--- src/rtl/lcdc_pkg.sv ---
package lcdc_pkg;
  localparam int DATA_W   = 32;
  localparam int NUM_REGS = 6;

  localparam int IDX_CTRL = 0;
  localparam int IDX_TIM0 = 1;
  localparam int IDX_TIM1 = 2;
  localparam int IDX_TIM2 = 3;
  localparam int IDX_STAT = 4;
  localparam int IDX_SUB  = 5;

  localparam logic [DATA_W-1:0] CTRL_FORCE = 32'hFE00_0C34;
  localparam logic [DATA_W-1:0] CTRL_KEEP  = 32'h01CF_F300;
  localparam logic [DATA_W-1:0] TIM0_FORCE = 32'h0000_000F;
  localparam logic [DATA_W-1:0] TIM2_FORCE = 32'hFC00_0000;
  localparam logic [DATA_W-1:0] SUB_KEEP   = 32'hA1FF_FFFF;

  localparam int EN_BIT   = 0;
  localparam int MONO_BIT = 1;
  localparam int MASK_LO  = 3;
  localparam int TFT_BIT  = 7;
  localparam int MODE_LO  = 20;
  localparam int TFT_ECHO = 23;

  localparam int STAT_FRAME = 0;
  localparam int STAT_SYNC  = 2;
  localparam int STAT_PAL   = 6;

  localparam logic [1:0] MODE_PAL_ONLY = 2'd1;

  typedef struct packed {
    logic [1:0]        mode;
    logic              tft;
    logic [1:0]        irq_mask;
    logic              mono;
    logic              en;
    logic [DATA_W-1:0] other;
  } ctrl_t;
endpackage

--- src/rtl/lcdc_addr_dec.sv ---
module lcdc_addr_dec #(
  parameter int ADDR_W = 8,
  parameter int NREG   = 6
) (
  input  logic [ADDR_W-1:0] addr,
  output logic [NREG-1:0]   sel,
  output logic              undef
);
  localparam int IDX_W = ADDR_W - 2;

  logic [IDX_W-1:0] word_idx;
  logic             aligned;

  assign word_idx = addr[ADDR_W-1:2];
  assign aligned  = (addr[1:0] == 2'b00);

  genvar g;
  generate
    for (g = 0; g < NREG; g++) begin : g_sel
      assign sel[g] = aligned && (word_idx == IDX_W'(g));
    end
  endgenerate

  assign undef = ~|sel;
endmodule

--- src/rtl/lcdc_cfg_regs.sv ---
module lcdc_cfg_regs
  import lcdc_pkg::*;
#(
  parameter int DIM_W = 10
) (
  input  logic                  clk,
  input  logic                  rst,
  input  logic                  wr_en,
  input  logic [NUM_REGS-1:0]   sel,
  input  logic [DATA_W-1:0]     wdata,
  output ctrl_t                 ctrl_q,
  output ctrl_t                 ctrl_d,
  output logic [DATA_W-1:0]     tim0_q,
  output logic [DATA_W-1:0]     tim1_q,
  output logic [DATA_W-1:0]     tim2_q,
  output logic [DATA_W-1:0]     sub_q,
  output logic                  rise_evt,
  output logic                  fall_evt,
  output logic                  en_rise,
  output logic                  en_fall
);
  localparam int HI_W = DATA_W - DIM_W;

  logic [DIM_W-1:0] t0_dim, t1_dim;
  logic [HI_W-1:0]  t0_hi, t1_hi;
  logic             wr_ctrl;

  assign wr_ctrl = wr_en && sel[IDX_CTRL];

  always_comb begin
    ctrl_d = ctrl_q;
    if (wr_ctrl) begin
      ctrl_d.mode     = wdata[MODE_LO +: 2];
      ctrl_d.tft      = wdata[TFT_BIT];
      ctrl_d.irq_mask = wdata[MASK_LO +: 2];
      ctrl_d.mono     = wdata[MONO_BIT];
      ctrl_d.en       = wdata[EN_BIT];
      ctrl_d.other    = wdata & CTRL_KEEP;
    end
  end

  assign rise_evt = !rst && wr_ctrl &&  wdata[EN_BIT] && !ctrl_q.en;
  assign fall_evt = !rst && wr_ctrl && !wdata[EN_BIT] &&  ctrl_q.en;

  always_ff @(posedge clk) begin
    if (rst) begin
      ctrl_q  <= '0;
      t0_dim  <= '0;
      t0_hi   <= '0;
      t1_dim  <= '0;
      t1_hi   <= '0;
      tim2_q  <= '0;
      sub_q   <= '0;
      en_rise <= 1'b0;
      en_fall <= 1'b0;
    end else begin
      ctrl_q  <= ctrl_d;
      en_rise <= rise_evt;
      en_fall <= fall_evt;
      if (wr_en && sel[IDX_TIM0]) begin
        t0_dim <= wdata[DIM_W-1:0];
        t0_hi  <= wdata[DATA_W-1:DIM_W];
      end
      if (wr_en && sel[IDX_TIM1]) begin
        t1_dim <= wdata[DIM_W-1:0];
        t1_hi  <= wdata[DATA_W-1:DIM_W];
      end
      if (wr_en && sel[IDX_TIM2]) tim2_q <= wdata;
      if (wr_en && sel[IDX_SUB])  sub_q  <= wdata & SUB_KEEP;
    end
  end

  assign tim0_q = {t0_hi, t0_dim};
  assign tim1_q = {t1_hi, t1_dim};


  en_pulse_excl_chk: assert property (@(posedge clk) disable iff (rst)
    !(en_rise && en_fall));

  en_rise_state_chk: assert property (@(posedge clk) disable iff (rst)
    en_rise |-> ctrl_q.en);

  en_fall_state_chk: assert property (@(posedge clk) disable iff (rst)
    en_fall |-> !ctrl_q.en);
endmodule

--- src/rtl/lcdc_status.sv ---
module lcdc_status
  import lcdc_pkg::*;
(
  input  logic       clk,
  input  logic       rst,
  input  logic       rise_evt,
  input  logic       fall_evt,
  input  logic [1:0] mode_d,
  input  logic [1:0] mask_d,
  input  logic       frame_set,
  input  logic       pal_set,
  input  logic       sync_set,
  output logic       frame_q,
  output logic       pal_q,
  output logic       sync_q,
  output logic       irq
);
  logic frame_n, pal_n, sync_n;

  always_comb begin
    frame_n = frame_q | frame_set;
    pal_n   = pal_q   | pal_set;
    sync_n  = sync_q  | sync_set;
    if (fall_evt) begin
      sync_n = 1'b0;
      if (mode_d != MODE_PAL_ONLY) frame_n = 1'b1;
    end
    if (rise_evt) begin
      frame_n = 1'b0;
      pal_n   = 1'b0;
    end
  end

  always_ff @(posedge clk) begin
    if (rst) begin
      frame_q <= 1'b0;
      pal_q   <= 1'b0;
      sync_q  <= 1'b0;
      irq     <= 1'b0;
    end else begin
      frame_q <= frame_n;
      pal_q   <= pal_n;
      sync_q  <= sync_n;
      irq     <= (frame_n & mask_d[0]) | (pal_n & mask_d[1]) | sync_n;
    end
  end


  fall_sync_clr_chk: assert property (@(posedge clk) disable iff (rst)
    $past(fall_evt) |-> !sync_q);

  fall_frame_set_chk: assert property (@(posedge clk) disable iff (rst)
    $past(fall_evt && mode_d != MODE_PAL_ONLY) |-> frame_q);

  rise_flag_clr_chk: assert property (@(posedge clk) disable iff (rst)
    $past(rise_evt) |-> (!frame_q && !pal_q));

  sync_irq_chk: assert property (@(posedge clk) disable iff (rst)
    sync_q |-> irq);

  sticky_sync_chk: assert property (@(posedge clk) disable iff (rst)
    ($past(sync_q) && !$past(fall_evt)) |-> sync_q);
endmodule

--- src/rtl/lcdc_regs.sv ---
module lcdc_regs
  import lcdc_pkg::*;
#(
  parameter int ADDR_W = 8,
  parameter int DIM_W  = 10
) (
  input  logic              clk,
  input  logic              rst,
  input  logic [ADDR_W-1:0] bus_addr,
  input  logic              bus_wr,
  input  logic              bus_rd,
  input  logic [DATA_W-1:0] bus_wdata,
  output logic [DATA_W-1:0] bus_rdata,
  output logic              bad_addr,
  input  logic              frame_done_set,
  input  logic              palette_done_set,
  input  logic              sync_error_set,
  output logic              irq,
  output logic              en_rise,
  output logic              en_fall
);
  logic [NUM_REGS-1:0] sel;
  logic                undef;
  ctrl_t               ctrl_q, ctrl_d;
  logic [DATA_W-1:0]   tim0_q, tim1_q, tim2_q, sub_q;
  logic                rise_evt, fall_evt;
  logic                frame_q, pal_q, sync_q;
  logic [DATA_W-1:0]   words [NUM_REGS];
  logic [DATA_W-1:0]   rd_word;

  lcdc_addr_dec #(.ADDR_W(ADDR_W), .NREG(NUM_REGS)) u_dec (
    .addr  (bus_addr),
    .sel   (sel),
    .undef (undef)
  );

  lcdc_cfg_regs #(.DIM_W(DIM_W)) u_cfg (
    .clk      (clk),
    .rst      (rst),
    .wr_en    (bus_wr),
    .sel      (sel),
    .wdata    (bus_wdata),
    .ctrl_q   (ctrl_q),
    .ctrl_d   (ctrl_d),
    .tim0_q   (tim0_q),
    .tim1_q   (tim1_q),
    .tim2_q   (tim2_q),
    .sub_q    (sub_q),
    .rise_evt (rise_evt),
    .fall_evt (fall_evt),
    .en_rise  (en_rise),
    .en_fall  (en_fall)
  );

  lcdc_status u_stat (
    .clk       (clk),
    .rst       (rst),
    .rise_evt  (rise_evt),
    .fall_evt  (fall_evt),
    .mode_d    (ctrl_d.mode),
    .mask_d    (ctrl_d.irq_mask),
    .frame_set (frame_done_set),
    .pal_set   (palette_done_set),
    .sync_set  (sync_error_set),
    .frame_q   (frame_q),
    .pal_q     (pal_q),
    .sync_q    (sync_q),
    .irq       (irq)
  );

  assign words[IDX_CTRL] = CTRL_FORCE | ctrl_q.other
                         | (DATA_W'(ctrl_q.tft)      << TFT_ECHO)
                         | (DATA_W'(ctrl_q.mode)     << MODE_LO)
                         | (DATA_W'(ctrl_q.tft)      << TFT_BIT)
                         | (DATA_W'(ctrl_q.irq_mask) << MASK_LO)
                         | (DATA_W'(ctrl_q.mono)     << MONO_BIT)
                         | (DATA_W'(ctrl_q.en)       << EN_BIT);
  assign words[IDX_TIM0] = tim0_q | TIM0_FORCE;
  assign words[IDX_TIM1] = tim1_q;
  assign words[IDX_TIM2] = tim2_q | TIM2_FORCE;
  assign words[IDX_STAT] = (DATA_W'(pal_q)   << STAT_PAL)
                         | (DATA_W'(sync_q)  << STAT_SYNC)
                         | (DATA_W'(frame_q) << STAT_FRAME);
  assign words[IDX_SUB]  = sub_q;

  always_comb begin
    rd_word = '0;
    for (int i = 0; i < NUM_REGS; i++) begin
      if (sel[i]) rd_word = rd_word | words[i];
    end
  end

  always_ff @(posedge clk) begin
    if (rst) begin
      bus_rdata <= '0;
      bad_addr  <= 1'b0;
    end else begin
      if (bus_rd) bus_rdata <= rd_word;
      bad_addr <= (bus_rd || bus_wr) && undef;
    end
  end


  bad_addr_cause_chk: assert property (@(posedge clk) disable iff (rst)
    bad_addr |-> $past(bus_rd || bus_wr));

  undef_read_zero_chk: assert property (@(posedge clk) disable iff (rst)
    $past(bus_rd && undef) |-> (bus_rdata == '0));

  ctrl_force_chk: assert property (@(posedge clk) disable iff (rst)
    $past(bus_rd && sel[IDX_CTRL]) |-> ((bus_rdata & CTRL_FORCE) == CTRL_FORCE));

  rdata_hold_chk: assert property (@(posedge clk) disable iff (rst)
    (!$past(bus_rd) && !$past(rst)) |-> $stable(bus_rdata));
endmodule

--- config.mk ---
export PLATFORM = sky130hd
export DESIGN_NAME = lcdc_regs
export DESIGN_NICKNAME = d
export VERILOG_FILES = /design/src/rtl/lcdc_pkg.sv /design/src/rtl/lcdc_addr_dec.sv /design/src/rtl/lcdc_cfg_regs.sv /design/src/rtl/lcdc_status.sv /design/src/rtl/lcdc_regs.sv
export SDC_FILE = /design/constraint.sdc
export NUM_CORES = 1
export LEC_CHECK = 0
export ABC_AREA = 0
export BUFFER_PORTS_ARGS = -buffer_cell sky130_fd_sc_hd__buf_2
export CORE_MARGIN = 5
export CORE_UTILIZATION = 63
export DETAILED_ROUTE_END_ITERATION = 16
export GPL_TIMING_DRIVEN = 0
export HOLD_SLACK_MARGIN = 0.12
export PLACE_DENSITY = 0.81
export SYNTH_ARGS = -nofsm -noshare
export SYNTH_HDL_FRONTEND = slang
export SYNTH_SLANG_ARGS = --single-unit
--- constraint.sdc ---
create_clock -name clk -period 3.3 [get_ports clk]
set_input_delay 0.66 -clock clk [delete_from_list [all_inputs] [get_ports clk]]
set_output_delay 0.66 -clock clk [all_outputs]
set_load 0.01 [all_outputs]
* Word-level counts from Yosys, hierarchy flattened
Index checks and enable logic that the tools add are counted.
Storage, ports and cells: bits in registers 176, input bits 47, logic and storage cells 83
Cells by class: equality and inequality tests 6, muxes and demuxes 12, bitwise gates (word level) 20, reduce and logical (&&, ||, !) cells 25
Operator list (number):
- $mux 32 | 6
- $or 32x32->32 | 4
- $mux 39 | 1
- $or 32x1->32 | 1
- $or 32x2->32 | 1
- $or 32x22->32 | 1
- $or 32x24->32 | 1
- $or 32x5->32 | 1
- $or 32x7->32 | 1
- $or 32x8->32 | 1
- $logic_and 1x1->1 | 17
- $eq 6x2->1 const B | 2
- $eq 6x3->1 const B | 2
- $or 7x1->7 | 1
- $or 7x3->7 | 1
- $eq 6x1->1 const B | 1
- $logic_not 6->1 | 1
- $reduce_or 6->1 | 1
- $mux 1 | 5
- $or 1x1->1 | 5
- $logic_not 1->1 | 4
- $and 1x1->1 | 2
- $logic_not 2->1 | 1
- $ne 2x1->1 const B | 1
- $logic_or 1x1->1 | 1

* Longest topological paths before layout
Gate-level depths: netlist of run 1.
depth in word-level cells 17, mapped depth 8, mapped depth without buffers 4

* Hierarchy
A second synthesis of run 1 with hierarchy kept.
Second synthesis, totals: cells, all modules 819, area total of the unflattened synthesis 8769.7 um2
By module, submodules not included:
- lcdc_cfg_regs | instances 1, cells each 597, area an instance 6730.2 um2, seq. area each 3283.1 um2
- lcdc_regs | instances 1, cells each 192, area an instance 1788.0 um2, seq. area each 660.6 um2
- lcdc_status | instances 1, cells each 16, area an instance 155.1 um2, seq. area each 80.1 um2
- lcdc_addr_dec | instances 1, cells each 14, area an instance 96.3 um2, seq. area each 0.0 um2

* Worst setup path before layout of run 1
No wires, ideal clock.
path type input to register, start input bus_addr[2], end register u_cfg.sub_q[24], arrival 2140 ps, required time 3168 ps, setup slack 1028 ps, stages 8, cell sequence buf_2 > or4b_1 > buf_2 > or3_1 > buf_2 > buf_6 > nand2_1 > a21oi_1
Between the ends: cells in the longest elaborated chain, start to end 3
Ends and longest elaborated chain:
- start, declared | line lcdc_regs.sv:9 | input logic [ADDR_W-1:0] bus_addr,
- $eq 6x3->1 | line lcdc_addr_dec.sv:20 | assign sel[g] = aligned && (word_idx == IDX_W'(g));
- $logic_and 1x1->1 | line lcdc_addr_dec.sv:20
- $logic_and 1x1->1 | line lcdc_cfg_regs.sv:69 | if (wr_en && sel[IDX_SUB]) sub_q <= wdata & SUB_KEEP;
- end signal, assigned | line lcdc_cfg_regs.sv:69
- end, declared | line lcdc_cfg_regs.sv:16 | output logic [DATA_W-1:0] sub_q,
Every way passes these cells. A chain may end at the register's enable or synchronous reset.

* Final worst setup path of run 1
start input bus_addr[3], end register u_cfg.t0_hi[9]
Between the ends: cells in the longest elaborated chain, start to end 3
Ends and longest elaborated chain:
- $eq 6x1->1 | line lcdc_addr_dec.sv:20
- $logic_and 1x1->1 | line lcdc_addr_dec.sv:20
- $logic_and 1x1->1 | line lcdc_cfg_regs.sv:60 | if (wr_en && sel[IDX_TIM0]) begin
- end signal, assigned | line lcdc_cfg_regs.sv:62 | t0_hi <= wdata[DATA_W-1:DIM_W];
- end, declared | line lcdc_cfg_regs.sv:25 | logic [HI_W-1:0] t0_hi, t1_hi;
Every way passes these cells.

==> flow_metrics.env, run 1 <==
export IMPL_status="complete, no violations"
export IMPL_synth_cell_area_sq_um=7360
export IMPL_wire_per_inst_microns=20.35
export IMPL_wirelength_microns=24120
export IMPL_switchingPower_mw=1.057
export IMPL_numCtsBuffers=17
export IMPL_rsz0062_at_grt="false"
export IMPL_diodes=0
export IMPL_port_buffers=78
export IMPL_ir_drop_mv=0.5252
export IMPL_antenna_left=0
export IMPL_synth_edf_count=0
export IMPL_final_core_util_pct=75.33
export IMPL_route_met2_wl_microns=10910
export IMPL_num_io_pins=83
export IMPL_swShare_pct=22.49
export IMPL_core_sq_um=11420
export IMPL_met1_length_microns=9454
export IMPL_ys_ff_latch=172
export IMPL_ys_seq_area_share_pct=46.79
export IMPL_min_path_type="flip-flop to flip-flop"
export IMPL_die_area_sq_um=13940
export IMPL_maxUsedRoutingLayer="met4"
export IMPL_worst_pin_slew_ns=0.8271
export IMPL_slowest_delay_ns=0.70
export IMPL_path_cells="buf_2 > buf_4 > nor4b_1 > nand3_1 > clkbuf_1 > nand2_1 > a21oi_1"
export IMPL_antenna_found_initial=0
export IMPL_cts_hold_buffers=0
export IMPL_fin_skew_ns=0.007806
export IMPL_synth_warnings=0
export IMPL_cts_htree_levels=4
export IMPL_synthArstFlopShare_pct=0
export IMPL_final_area_sq_um=8602
export IMPL_avgSynthCellArea_sq_um=7.897
export IMPL_report_final_hold_viol_count=0
export IMPL_syn_nets=979
export IMPL_area_delta_synth_final_pct=16.88
export IMPL_synth_cells=932
export IMPL_cts_resized=0
export IMPL_cts_sinks=172
export IMPL_num_nets_final=1076
export IMPL_first_global_vias=6977
export IMPL_setup_ws_ns=0.5871
export IMPL_post_place_ws_ns=0.2136
export IMPL_reg2reg_slack_ns=1.91
export IMPL_slowest_stage="nor4b_1"
export IMPL_cp_required_ns=3.59
export IMPL_fin_tns_setup_ns=0
export IMPL_gp_congestion=0.9610
export IMPL_drv_slew=0
export IMPL_dp_hpwl_microns=16030
export IMPL_placed_area_sq_um=7929
export IMPL_fp_dieW_microns=118.1
export IMPL_drt_first_pass_iters=7
export IMPL_drc=0
export IMPL_power_frac_clock_pct=48.5
export IMPL_via_per_inst=6.268
export IMPL_min_period_ns=2.713
export IMPL_initial_core_util_pct=64.45
export IMPL_mostFrequentLayoutCells="nand2_1 (246), dfxtp_1 (172), a21oi_1 (152), buf_2 (101), clkbuf_1 (53)"
export IMPL_grt_ovfl_total=0
export IMPL_synth_ff_type="dfxtp_1"
export IMPL_finalSetupViolations=0
export IMPL_drt_iter0_markers=926
export IMPL_powerDensity_nw_per_um2=546.5
export IMPL_grt_pass1_wl_microns=37610
export IMPL_clkTransAtPathRegs_ns=0.06
export IMPL_fin_crit_sh_pct=82.21
export IMPL_final_common_cell="nand2_1"
export IMPL_cp_end_kind="flip-flop"
export IMPL_cts_tree="built"
export IMPL_drv_cap=0
export IMPL_maxSlewHeadroom_pct=44.43
export IMPL_clk_path_buf_depth=2
export IMPL_p_leak_nw=3.054
export IMPL_stdcell_count=1185
export IMPL_comb_power_share_pct=6.6
export IMPL_die_y_microns=118.1
export IMPL_yosysUniqueCellTypes=48
export IMPL_timing_hold_ws_ns=0.4483
export IMPL_grt_util_all_layers_pct=34.41
export IMPL_crit_fanout=10
export IMPL_seqPwrFrac_pct=44.9
export IMPL_final_layout_size_suffix_gt1_share_pct=14.30
export IMPL_fillers=915
export IMPL_postCtsSetupRepairBufs=0
export IMPL_grt_max_degree=17
export IMPL_startpoint_type="input port"
export IMPL_fmax_mhz=368.6
export IMPL_rows=39
export IMPL_dp_cells=1153
export IMPL_wl_met3_microns=2799
export IMPL_crit_type="input port to flip-flop"
export IMPL_cp_data_arrival_time_ns=3.00
export IMPL_multi_input_area_sq_um=3471
export IMPL_cts_root_buf="clkbuf_16"
export IMPL_clk_latency_ns=0.44
export IMPL_vias=7427
export IMPL_p_int_mw=3.643
export IMPL_regArea_sq_um=3443
export IMPL_power_total_mw=4.701
## flip-flops by register name, summed over array words and instances (netlist names), 6 cells and up
signal        flops
bus_rdata        32
u_cfg.t0_hi      22
u_cfg.t0_dim      6
u_cfg.t1_dim     10
u_cfg.sub_q      27
u_cfg.t1_hi      22
u_cfg.tim2_q     26
u_cfg.ctrl_q     20
## path summary, 6_finish.rpt
| path | cells past startpoint | from | end |
|---|---|---|---|
| worst min register to register | 2 | u_cfg.sub_q[31] | u_cfg.sub_q[31] |
| worst min-delay path | 2 | u_cfg.sub_q[31] | u_cfg.sub_q[31] |
| worst max register to register | 4 | u_cfg.ctrl_q[32] | u_stat.irq |
| worst max-delay path | 7 | bus_addr[3] | u_cfg.t0_hi[9] |
## cells in the mapped netlist (2+ instances only)
| master | n | area, sq um |
|---|---|---|
| o21bai_1 | 2 | 15.01 |
| nand2b_1 | 4 | 25.02 |
| nand3_1 | 19 | 95.09 |
| or3_1 | 4 | 25.02 |
| o21ai_0 | 17 | 85.08 |
| buf_4 | 3 | 22.52 |
| nor2b_1 | 6 | 37.54 |
| mux2i_1 | 36 | 360.4 |
| and4_1 | 2 | 17.52 |
| or4b_1 | 2 | 20.02 |
| mux2_2 | 5 | 56.30 |
| a211oi_1 | 22 | 165.2 |
| nor3b_1 | 4 | 30.03 |
| buf_6 | 2 | 22.52 |
| a22oi_1 | 5 | 37.54 |
| o31ai_1 | 16 | 120.1 |
| a32o_1 | 2 | 20.02 |
| inv_1 | 22 | 82.58 |
| nor2_1 | 38 | 142.6 |
| o211ai_1 | 3 | 22.52 |
| nand4_1 | 3 | 18.77 |
| nand2_1 | 246 | 923.4 |
| a221oi_1 | 4 | 35.03 |
| buf_2 | 23 | 115.1 |
| nor3_1 | 28 | 140.1 |
| clkbuf_1 | 52 | 195.2 |
| dfxtp_1 | 172 | 3443 |
| nor4b_1 | 13 | 113.9 |
| buf_1 | 2 | 7.510 |
| o22ai_1 | 6 | 37.54 |
| a21oi_1 | 152 | 760.7 |
## cells by family after synthesis
logic type	share of synthesized area, %
buffers and inverters	6.052
and+or+nand+nor	22.66
xor gates and xnor gates	0.1190
AOI/OAI and AO/OA	18.72
DFF	46.79
muxes	5.661
## critical path: cells and delay by family
kind,cells,cell delay (ns)
AO/OA/AOI/OAI,1,0.07
AND/OR/NAND/NOR,3,1.53
buffers and inverters,3,0.74
## layer usage
| layer | up-vias | global-route usage [%] |
|---|---|---|
| met5 | - | 0 |
| met3 | 96 | 10.96 |
| met1 | 3457 | 43.96 |
| li1 | 3381 | - |
| met4 | 0 | 16.27 |
| met2 | 493 | 52.71 |
## final cells by class
cell class	instances	share of cell area [%]
Buffer	82	4.218
Timing Repair Buffer	78	4.538
Sequential cell	172	40.03
Inverter	22	0.9600
Clock buffer	20	5.309
Tap cell	143	2.080
Multi-Input combinational cell	656	40.35
Clock inverter	12	2.516
## power by group through the flow
stage,Clock [mW],Combinational (mW),Sequential [mW]
after floorplan,0,0.145,2.16
after global placement,0,0.294,2.16
after detailed placement,0,0.295,2.16
after CTS,2.27,0.298,2.11
after global routing,2.38,0.324,2.11
final,2.28,0.309,2.11
No activity file was read; power rests on OpenSTA's default activity.
==> inputs of run 2 (changes only) <==
- CORE_UTILIZATION: 63 -> 53
- PLACE_DENSITY: 0.81 -> 0.72
- clock period: 3.3 -> 2.2 ns (I/O delays scaled with it)
==> run 2 against run 1 <==
Effect of this change: sequential cell count stayed put; via count is 0.73% lower; hold slack worse by 0.19 ns; final cell count is 3.1% higher.
==> flow_metrics.env, run 2 (same netlist as run 1, synthesis figures left out) <==
export IMPL_drv_cap=0
export IMPL_clk_latency_ns=0.44
export IMPL_slowest_delay_ns=0.61
export IMPL_rows=43
export IMPL_wirelength_microns=24800
export IMPL_path_cells="buf_2 > or3_1 > clkbuf_1 > buf_2 > nor3_1 > a221oi_1 > nor3_1"
export IMPL_mostFrequentLayoutCells="nand2_1 (246), dfxtp_1 (172), a21oi_1 (152), buf_2 (101), clkbuf_1 (50)"
export IMPL_num_nets_final=1077
export IMPL_cp_required_ns=2.56
export IMPL_drv_slew=0
export IMPL_slowest_stage="nor3_1"
export IMPL_switchingPower_mw=1.566
export IMPL_maxSlewHeadroom_pct=45.76
export IMPL_min_period_ns=2.118
export IMPL_post_place_ws_ns=-0.6520
export IMPL_finalSetupViolations=0
export IMPL_clk_path_buf_depth=2
export IMPL_die_y_microns=127.8
export IMPL_reg_top3="bus_rdata: 32 flops, u_cfg.sub_q: 27 flops, u_cfg.tim2_q: 26 flops"
export IMPL_grt_max_degree=17
export IMPL_powerDensity_nw_per_um2=781.7
export IMPL_numCtsBuffers=17
export IMPL_cts_tree="built"
export IMPL_clkTransAtPathRegs_ns=0.06
export IMPL_fin_crit_sh_pct=96.26
export IMPL_num_io_pins=83
export IMPL_report_final_hold_viol_count=0
export IMPL_dp_hpwl_microns=16660
export IMPL_crit_type="input port to flip-flop"
export IMPL_fmax_mhz=472.2
export IMPL_grt_util_all_layers_pct=30.53
export IMPL_fin_skew_ns=0.007992
export IMPL_placed_area_sq_um=7975
export IMPL_initial_core_util_pct=53.43
export IMPL_core_sq_um=13770
export IMPL_fp_dieW_microns=127.8
export IMPL_ir_drop_mv=0.5884
export IMPL_drt_iter0_markers=898
export IMPL_p_int_mw=5.173
export IMPL_drt_first_pass_iters=5
export IMPL_gp_congestion=0.9222
export IMPL_cts_hold_buffers=0
export IMPL_die_area_sq_um=16340
export IMPL_status="complete, no violations"
export IMPL_startpoint_type="input port"
export IMPL_cp_data_arrival_time_ns=2.47
export IMPL_top_register="bus_rdata"
export IMPL_grt_ovfl_total=0
export IMPL_grt_pass1_wl_microns=38400
export IMPL_min_path_type="input port to flip-flop"
export IMPL_timing_hold_ws_ns=0.2559
export IMPL_first_global_vias=6812
export IMPL_final_layout_size_suffix_gt1_share_pct=14.70
export IMPL_port_buffers=78
export IMPL_area_delta_synth_final_pct=17.15
export IMPL_cts_root_buf="clkbuf_16"
export IMPL_final_common_cell="nand2_1"
export IMPL_largest_register_ffs=32
export IMPL_cp_end_kind="flip-flop"
export IMPL_antenna_left=0
export IMPL_cts_sinks=172
export IMPL_antenna_found_initial=1
export IMPL_final_area_sq_um=8622
export IMPL_swShare_pct=23.24
export IMPL_setup_ws_ns=0.08238
export IMPL_power_frac_clock_pct=46.1
export IMPL_crit_fanout=10
export IMPL_drc=0
export IMPL_wire_per_inst_microns=20.29
export IMPL_comb_power_share_pct=6.9
export IMPL_cts_htree_levels=4
export IMPL_worst_pin_slew_ns=0.8135
export IMPL_final_core_util_pct=62.60
export IMPL_vias=7373
export IMPL_via_per_inst=6.034
export IMPL_seqPwrFrac_pct=47.0
export IMPL_p_leak_nw=3.043
==> run 2: what timing repair did <==
item / CTS / global route
pin swaps: 1 / 0
endpoints found under the setup margin: 40 / 45
buffers inserted: 2 / 0
resized for setup: 1 / 9
==> run 2: metal layers <==
metal	GRT usage [%]	wire [microns]
met5	0	0
met4	11.99	768
met3	6.292	2444
met2	47.78	11260
met1	41.49	10320
==> run 2: layout make-up <==
| class | count | area (sq um) |
|---|---|---|
| buffer | 81 | 362.8 |
| clock buffer | 23 | 488.0 |
| tap | 180 | 225.2 |
| timing repair buffer | 80 | 405.4 |
| inverter | 22 | 82.58 |
| fill | 1287 | 5151 |
| antenna | 1 | 2.502 |
| multi-input combinational | 656 | 3500 |
| sequential | 172 | 3443 |
| clock inverter | 7 | 112.6 |
==> run 2: worst paths after layout <==
check                    from              end  slack, ns  cells after the start
max               bus_addr[5]    bus_rdata[26]       0.08                      7
min             bus_wdata[26]  u_cfg.t0_hi[16]       0.26                      3
max reg2reg  u_cfg.ctrl_q[32]       u_stat.irq       0.90                      4
min reg2reg   u_cfg.sub_q[21]  u_cfg.sub_q[21]       0.45                      2
==> run 2: critical path: cells and delay by family <==
family | cells | cell delay, ns
buffers and inverters | 3 | 0.60
AOI/OAI and AO/OA | 1 | 0.23
and+or+nand+nor | 3 | 1.20
==> run 2: power by group through the flow <==
stage,Combinational [mW],Sequential [mW],Clock (mW)
after floorplan,0.218,3.25,0
after global placement,0.447,3.23,0
after detailed placement,0.449,3.24,0
after CTS,0.451,3.17,3.11
after global routing,0.497,3.17,3.24
final,0.468,3.17,3.10
==> run 2: stage by stage <==
stage,setup TNS [ns],std cells,power [mW]
after floorplan,0,932,3.464
after global placement,-39.08,1190,3.681
after detailed placement,-42.87,1190,3.684
after CTS,0,1222,6.726
after global routing,-0.001068,1221,6.900
final,0,1222,6.739
